==> src/rtl/regkey_pkg.sv <==
package regkey_pkg;

  localparam int unsigned DATA_W = 32;

  // Key values and register byte offsets that software relies on
  localparam logic [DATA_W-1:0] KEY_FIRST  = 32'h83E7_0B13;
  localparam logic [DATA_W-1:0] KEY_SECOND = 32'h95A4_F1E0;
  localparam logic [11:0] CTRL_BYTE_OFS       = 12'h050;
  localparam logic [11:0] KICK_FIRST_BYTE_OFS = 12'h070;
  localparam logic [11:0] KICK_SECOND_BYTE_OFS = 12'h074;
  localparam int unsigned STATUS_BIT = 23;

  typedef enum logic [1:0] {
    SEQ_IDLE   = 2'd0,
    SEQ_ARMED  = 2'd1,
    SEQ_SETTLE = 2'd2,
    SEQ_OPEN   = 2'd3
  } seq_state_e;

  // Byte offset to word index
  function automatic logic [9:0] word_of(input logic [11:0] byte_ofs);
    return byte_ofs[11:2];
  endfunction

  // Control register image as seen by this block
  function automatic logic [DATA_W-1:0] status_word(input logic open_flag);
    logic [DATA_W-1:0] w;
    w = '0;
    w[STATUS_BIT] = open_flag;
    return w;
  endfunction

  function automatic logic key_match(input logic [DATA_W-1:0] value,
                                     input logic [DATA_W-1:0] key);
    return value == key;
  endfunction

endpackage

==> src/rtl/regkey_decode.sv <==
module regkey_decode #(
  parameter int unsigned ADDR_W = 6
) (
  input  logic [ADDR_W-1:0] addr,
  output logic              hit_first,
  output logic              hit_second,
  output logic              hit_ctrl
);
  import regkey_pkg::*;

  localparam logic [ADDR_W-1:0] W_FIRST  = ADDR_W'(word_of(KICK_FIRST_BYTE_OFS));
  localparam logic [ADDR_W-1:0] W_SECOND = ADDR_W'(word_of(KICK_SECOND_BYTE_OFS));
  localparam logic [ADDR_W-1:0] W_CTRL   = ADDR_W'(word_of(CTRL_BYTE_OFS));

  always_comb begin
    hit_first  = (addr == W_FIRST);
    hit_second = (addr == W_SECOND);
    hit_ctrl   = (addr == W_CTRL);
  end
endmodule

==> src/rtl/regkey_seq.sv <==
module regkey_seq #(
  parameter int unsigned SETTLE_CYCLES = 3
) (
  input  logic        clk,
  input  logic        rst_n,
  input  logic        wr_en,
  input  logic        hit_first,
  input  logic        hit_second,
  input  logic [31:0] wdata,
  output logic        unlocked,
  output logic        armed,
  output logic        settling,
  output logic        accept_second
);
  import regkey_pkg::*;

  localparam int unsigned CNT_W = (SETTLE_CYCLES < 2) ? 1 : $clog2(SETTLE_CYCLES + 1);
  localparam logic [CNT_W-1:0] CNT_LAST = CNT_W'(SETTLE_CYCLES - 1);

  seq_state_e state_q, state_d;
  logic [CNT_W-1:0] cnt_q;

  logic wr_first, wr_second, first_good, second_good;

  always_comb begin
    wr_first    = wr_en && hit_first;
    wr_second   = wr_en && hit_second;
    first_good  = wr_first && key_match(wdata, KEY_FIRST);
    second_good = wr_second && key_match(wdata, KEY_SECOND);
  end

  always_comb begin
    state_d = state_q;
    unique case (state_q)
      SEQ_IDLE:   if (first_good) state_d = SEQ_ARMED;
      SEQ_ARMED: begin
        if (second_good)                  state_d = SEQ_SETTLE;
        else if (wr_second)               state_d = SEQ_IDLE;
        else if (wr_first && !first_good) state_d = SEQ_IDLE;
      end
      SEQ_SETTLE: if (cnt_q == CNT_LAST) state_d = SEQ_OPEN;
      SEQ_OPEN:   state_d = SEQ_OPEN;
      default:    state_d = SEQ_IDLE;
    endcase
  end

  always_comb begin
    armed         = (state_q == SEQ_ARMED);
    settling      = (state_q == SEQ_SETTLE);
    accept_second = armed && second_good;
    unlocked      = (state_q == SEQ_OPEN);
  end

  always_ff @(posedge clk or negedge rst_n) begin
    if (!rst_n) begin
      state_q <= SEQ_IDLE;
      cnt_q   <= '0;
    end else begin
      state_q <= state_d;
      if (accept_second)  cnt_q <= '0;
      else if (settling)  cnt_q <= cnt_q + 1'b1;
    end
  end
endmodule

==> src/rtl/regkey_rdmux.sv <==
module regkey_rdmux (
  input  logic        clk,
  input  logic        rst_n,
  input  logic        rd_en,
  input  logic        hit_ctrl,
  input  logic        unlocked,
  output logic [31:0] rdata
);
  import regkey_pkg::*;

  always_ff @(posedge clk or negedge rst_n) begin
    if (!rst_n)                 rdata <= '0;
    else if (rd_en && hit_ctrl) rdata <= status_word(unlocked);
    else                        rdata <= '0;
  end
endmodule

==> src/rtl/regkey_unlock_guard.sv <==
module regkey_unlock_guard #(
  parameter int unsigned ADDR_W        = 6,
  parameter int unsigned SETTLE_CYCLES = 3
) (
  input  logic              clk,
  input  logic              rst_n,
  input  logic              bus_wr_en,
  input  logic              bus_rd_en,
  input  logic [ADDR_W-1:0] bus_addr,
  input  logic [31:0]       bus_wdata,
  output logic [31:0]       bus_rdata,
  output logic              unlocked,
  output logic              prot_wr_en
);
  logic dec_hit_first, dec_hit_second, dec_hit_ctrl;
  logic seq_armed, seq_settling, seq_accept;

  regkey_decode #(.ADDR_W(ADDR_W)) decode_i (
    .addr       (bus_addr),
    .hit_first  (dec_hit_first),
    .hit_second (dec_hit_second),
    .hit_ctrl   (dec_hit_ctrl)
  );

  regkey_seq #(.SETTLE_CYCLES(SETTLE_CYCLES)) seq_i (
    .clk           (clk),
    .rst_n         (rst_n),
    .wr_en         (bus_wr_en),
    .hit_first     (dec_hit_first),
    .hit_second    (dec_hit_second),
    .wdata         (bus_wdata),
    .unlocked      (unlocked),
    .armed         (seq_armed),
    .settling      (seq_settling),
    .accept_second (seq_accept)
  );

  regkey_rdmux rdmux_i (
    .clk      (clk),
    .rst_n    (rst_n),
    .rd_en    (bus_rd_en),
    .hit_ctrl (dec_hit_ctrl),
    .unlocked (unlocked),
    .rdata    (bus_rdata)
  );

  // Protected-register qualifier: kick registers are never passed through
  always_comb begin
    prot_wr_en = bus_wr_en && unlocked && !(dec_hit_first || dec_hit_second);
  end
endmodule

==> config.mk <==
export PLATFORM = sky130hd
export DESIGN_NAME = regkey_unlock_guard
export DESIGN_NICKNAME = d
export VERILOG_FILES = /design/src/rtl/regkey_pkg.sv /design/src/rtl/regkey_decode.sv /design/src/rtl/regkey_seq.sv /design/src/rtl/regkey_rdmux.sv /design/src/rtl/regkey_unlock_guard.sv
export SDC_FILE = /design/constraint.sdc
export NUM_CORES = 1
export LEC_CHECK = 0
export ABC_AREA = 1
export BUFFER_PORTS_ARGS = -buffer_cell sky130_fd_sc_hd__buf_4
export CORE_ASPECT_RATIO = 1.1
export CORE_MARGIN = 1.5
export CORE_UTILIZATION = 42
export DETAILED_ROUTE_END_ITERATION = 10
export GPL_ROUTABILITY_DRIVEN = 0
export PLACE_DENSITY = 0.86
export SLEW_MARGIN = 20
export SYNTH_ARGS = -nofsm -noshare
export SYNTH_HDL_FRONTEND = slang
export SYNTH_HIERARCHICAL = 1
export SYNTH_SLANG_ARGS = --single-unit
==> constraint.sdc <==
create_clock -name clk -period 2.2 [get_ports clk]
set_clock_uncertainty 0.15 [all_clocks]
set_input_delay 0.33 -clock clk [delete_from_list [all_inputs] [get_ports clk]]
set_output_delay 0.33 -clock clk [all_outputs]
set_load 0.02 [all_outputs]
==> results.toml, run 1 <==
[power_and_ir_drop]
p_leak_uw = 0.000705
p_seq_share_pct = 29.0
p_per_area_nw_per_um2 = 334
p_comb_share_pct = 43.9
p_sw_uw = 140
p_int_uw = 247
clkPwrFrac_pct = 27.1
irDropWorstVdd_mv = 0.248
switching_share_pct = 36.3

[cts]
cts_hold_buffers = 1
numCtsBuffers = 3
clk_pin_slew_worst_paths_ps = 40
clockRootBuffer = "clkbuf_4"
clock_latency_ps = 240
cts_tree = "built"
cts_sinks = 5
cts_post_setup_buffers_inserted = 0
h-tree-depth = 1
cts_buffer_depth = 2
cts_resized = 0

[route]
wl_per_cell_um = 6.58
drc = 0
dr.pass1.iters = 4
viasPerCell = 3.85
ant_nets = 0
drt-initial-drc-count = 13
wirelength_mm = 1.52
num_vias = 889

[placement]
io_buffers = 44
dp_hpwl_mm = 1.39
dpl-instance-area_um2 = 1120

[grt]
grt_overflow = 0
grt_max_degree = 6
grt_pass1_wl_mm = 2.35
antenna_found_initial = 0
grt_usage_pct = 13.7
grt_pass1_vias = 672

[setup_path]
critPathMaxStageDelay_ps = 430
critPathMostFrequentCell = "nand2_1"
slowest_stage = "dfrtp_1"
critPathLaunchType = "flop"
crit_chain = "nand2_1 -> inv_1 -> nand2_1 -> nor2_2 -> buf_4"
cp.required_ps = 1720
critPathBufInv = 2
cp_top_family = "flip-flops"
crit_type = "flop to output pin"
cp_max_fo = 5
endpoint_kind = "output pin"
cp.arrival_ps = 1140

[timing]
finalCriticalPeriod_ps = 1620
fin_setup_tns_ps = 0
finalHoldViolCount = 0
rsz0062_at_grt = "no"
fmax_mhz = 616
finalSetupViolations = 0
hold_slack_ps = 185
fin_crit_sh_pct = 73.8
maxSlewViolCount = 0

[finish]
drive_gt1_share_pct = 32.5
final_cell_mix = "buf_4, nand2_1, conb_1"
postLayoutCellArea_um2 = 1160
final_common_cell = "buf_4"
final_core_util_pct = 58.0
diodes = 0
syn_to_final_growth_pct = 32.1
fin_nets = 247

[flow_run]
cap_violations = 0

[floorplanning]
rows = 17
start_util_pct = 43.9
dieArea_um2 = 2370
io_pins = 76
fp.dieH_um = 51.0
fp.dieW_um = 46.6
fp.coreArea_um2 = 2000

[synth]
syn_area_per_cell_um2 = 5.67
yosys_warnings = 6
syn_area_um2 = 878
synthCells = 155

[min_path]
hp-class = "input pin to flop"

[status]
status = "finished clean"
-- sequential cells by signal, summed over array words and instances, names as in the netlist --
signal and flops:
rdmux_i/rdata 1, seq_i/cnt_q 2, seq_i/state_q 2
-- power by group through the flow --
stage          Sequential (uW)  Clock (uW)  Combinational (uW)
2_1_floorplan              111           0                 138
6_report                   112         105                 170
4_1_cts                    112         108                 169
5_1_grt                    113         123                 191
3_3_place_gp               113           0                 166
3_5_place_dp               114           0                 168
-- path summary, 6_finish.rpt --
path                             startpoint           endpoint  slack (ps)  cells after the start
hold reg to reg              seq_i/cnt_q[1]     seq_i/cnt_q[1]         350                      2
min in group asynchronous             rst_n     seq_i/cnt_q[0]         260                      2
setup reg to reg             seq_i/cnt_q[0]   seq_i/state_q[0]         980                      6
setup / recovery           seq_i/state_q[1]         prot_wr_en         580                      5
hold / removal                    bus_rd_en  rdmux_i/rdata[23]         180                      3
max in group asynchronous             rst_n   seq_i/state_q[1]        1530                      2
-- per-stage QoR --
step	power (uW)	std cells	setup slack, ps
6_report	387	231	576
5_1_grt	428	231	499
4_1_cts	390	231	568
3_5_place_dp	281	226	633
3_3_place_gp	279	226	656
2_1_floorplan	249	185	772
-- per-layer routing --
| layer | track usage (%) | vias to the layer above | share of wire, % |
|---|---|---|---|
| met3 | 3.18 | 3 | 9.6 |
| met2 | 25.7 | 50 | 50 |
| met1 | 13.0 | 355 | 38 |
| li1 | - | 481 | - |
| met5 | 0 | - | 0 |
| met4 | 7.14 | 0 | 1.5 |
-- area by class of cell --
| class | instances | area [um^2] |
|---|---|---|
| fill | 206 | 840 |
| multi-input combinational | 118 | 517 |
| timing repair buffer | 45 | 340 |
| sequential | 5 | 125 |
| inverter | 31 | 116 |
| tap | 28 | 35.0 |
| clock buffer | 4 | 26.3 |
-- worst reg2reg max path: cells and delay by family (launching register included) --
family	cells	cell delay, ps
adder cells (fa/ha/maj)	1	190
flip-flops	1	350
buffers and inverters	1	70
AND/OR/NAND/NOR	3	180
AO/OA/AOI/OAI	1	160
(Power assumes the default switching activity.)
==> run 2: changes to the inputs <==
--- a/config.mk
+++ b/config.mk
@@ -9,10 +9,10 @@
 export BUFFER_PORTS_ARGS = -buffer_cell sky130_fd_sc_hd__buf_4
 export CORE_ASPECT_RATIO = 1.1
 export CORE_MARGIN = 1.5
-export CORE_UTILIZATION = 42
+export CORE_UTILIZATION = 35
 export DETAILED_ROUTE_END_ITERATION = 10
 export GPL_ROUTABILITY_DRIVEN = 0
-export PLACE_DENSITY = 0.86
+export PLACE_DENSITY = 0.76
 export SLEW_MARGIN = 20
 export SYNTH_ARGS = -nofsm -noshare
 export SYNTH_HDL_FRONTEND = slang
==> constraint.sdc (replaced) <==
create_clock -name clk -period 1.4 [get_ports clk]
set_clock_uncertainty 0.15 [all_clocks]
set_input_delay 0.21 -clock clk [delete_from_list [all_inputs] [get_ports clk]]
set_output_delay 0.21 -clock clk [all_outputs]
set_load 0.02 [all_outputs]
==> run 2 against run 1 <==
Against the previous run: wire length is 11% higher; critical path depth stayed put; total power is 58% higher; global-route usage is 1.7 points lower; utilization is 6.7 points lower; hold slack worse by 120 ps; sequential power is 58% higher; highest routed layer is now met3.
==> results.toml, run 2 (synthesis gave the netlist of run 1 again) <==
[flow_run]
cap_violations = 0

[setup_path]
critPathLaunchType = "flop"
cp.required_ps = 1040
crit_type = "flop to output pin"
r2r_slack_ps = 140
cp.arrival_ps = 980
reg2reg_from = "seq_i/state_q[1]"
endpoint_kind = "output pin"
cp_max_fo = 3
reg2reg_to = "seq_i/cnt_q[1]"
reg2reg_depth = 5

[min_path]
min_from = "bus_rd_en"
min_path_cells = 3
hp-class = "input pin to flop"
hold_path_end = "rdmux_i/rdata[23]"

[finish]
n_fill_cell = 255
syn_to_final_growth_pct = 35.5
seq_area_um2 = 126
fin_nets = 250
final_core_util_pct = 51.3
final_common_cell = "buf_4"
multi_input_area_um2 = 517
drive_gt1_share_pct = 34.5
diodes = 0
reg_top3 = "seq_i/cnt_q: 2 flops, seq_i/state_q: 2 flops, rdmux_i/rdata: 1 flops"
final_cell_mix = "buf_4, nand2_1, conb_1"

[floorplanning]
start_util_pct = 37.9
fp.dieW_um = 50.8
fp.dieH_um = 55.5
dieArea_um2 = 2820
rows = 18
fp.coreArea_um2 = 2320
io_pins = 76

[status]
status = "finished clean"

[timing]
finalCriticalPeriod_ps = 1340
fmax_mhz = 746
fin_crit_sh_pct = 95.7
rsz0062_at_grt = "no"
finalSetupViolations = 0
finalHoldViolCount = 0
hold_slack_ps = 65.0
fin_setup_tns_ps = 0
fin_ws_ps = 60.0
maxSlewViolCount = 0

[route]
viasPerCell = 3.83
wirelength_mm = 1.68
wl_per_cell_um = 7.12
drc = 0
drt-initial-drc-count = 15
num_vias = 905
ant_nets = 0
dr.pass1.iters = 4

[cts]
cts_tree = "built"
clockRootBuffer = "clkbuf_4"
h-tree-depth = 1
clock_latency_ps = 230
numCtsBuffers = 3
cts_sinks = 5
clk_pin_slew_worst_paths_ps = 40
cts_buffer_depth = 2

[grt]
grt_pass1_wl_mm = 2.72
grt_pass1_vias = 803
grt_usage_pct = 12.0
grt_overflow = 0
antenna_found_initial = 0
grt_max_degree = 6

[power_and_ir_drop]
p_seq_share_pct = 29.0
clkPwrFrac_pct = 26.7
switching_share_pct = 36.4
p_sw_uw = 222
p_comb_share_pct = 44.3
p_int_uw = 388
p_per_area_nw_per_um2 = 512
p_leak_uw = 0.000721
irDropWorstVdd_mv = 0.439
power_uw = 610

[placement]
io_buffers = 44
dp_hpwl_mm = 1.50
dp_worst_setup_slack_ps = -43.6
## run 2: power groups by stage
| stage | Sequential (uW) | Combinational [uW] | Clock (uW) |
|---|---|---|---|
| after detailed placement | 179 | 265 | 0 |
| after CTS | 177 | 269 | 166 |
| after global routing | 179 | 301 | 179 |
| final | 177 | 270 | 163 |
| after floorplan | 175 | 217 | 0 |
| after global placement | 178 | 263 | 0 |
## run 2: worst max path at each step
stage / slack, ps / from / to / cells past startpoint
floorplan: 90 / seq_i/state_q[1] / prot_wr_en / 4
global placement: 4 / bus_addr[5] / seq_i/cnt_q[1] / 11
detailed placement: -40 / bus_addr[5] / seq_i/cnt_q[0] / 11
CTS: 10 / seq_i/state_q[1] / prot_wr_en / 5
global route: 4 / seq_i/state_q[0] / prot_wr_en / 5
finish: 60 / seq_i/state_q[1] / prot_wr_en / 5
## run 2: cell type report
cell class	count	area share, %
Multi-Input combinational cell	118	43.4
Clock buffer	4	2.21
Timing Repair Buffer	48	30.8
Tap cell	30	3.15
Sequential cell	5	10.6
Inverter	31	9.78
## run 2: worst max-delay path, cell delays in order, from the launching register on
cell	delay, ps
dfrtp_2	360
nand2_1	60
inv_2	60
nand2_1	50
nor2_2	90
buf_6	120
## run 2: stage by stage
stage,area (um^2),cells
floorplan,991,185
global placement,1130,229
detailed placement,1130,229
CTS,1190,236
global route,1190,236
finish,1190,236
## run 2: per-layer routing
layer / GRT usage (%) / vias up / part of all wire [%]
met2: 24.6 / 51 / 51
met1: 11.1 / 368 / 37
li1: - / 486 / -
met3: 3.51 / 0 / 11
met4: 2.32 / 0 / 0
met5: 0 / - / 0
## run 2: repair_timing
action / CTS / global route
hold buffers: 1 / 0
setup endpoints to repair: 1 / 1
pin swaps: 0 / 1
gates resized for setup: 1 / 2
buffers inserted: 2 / 0
endpoints found under the hold margin: 5 / 0
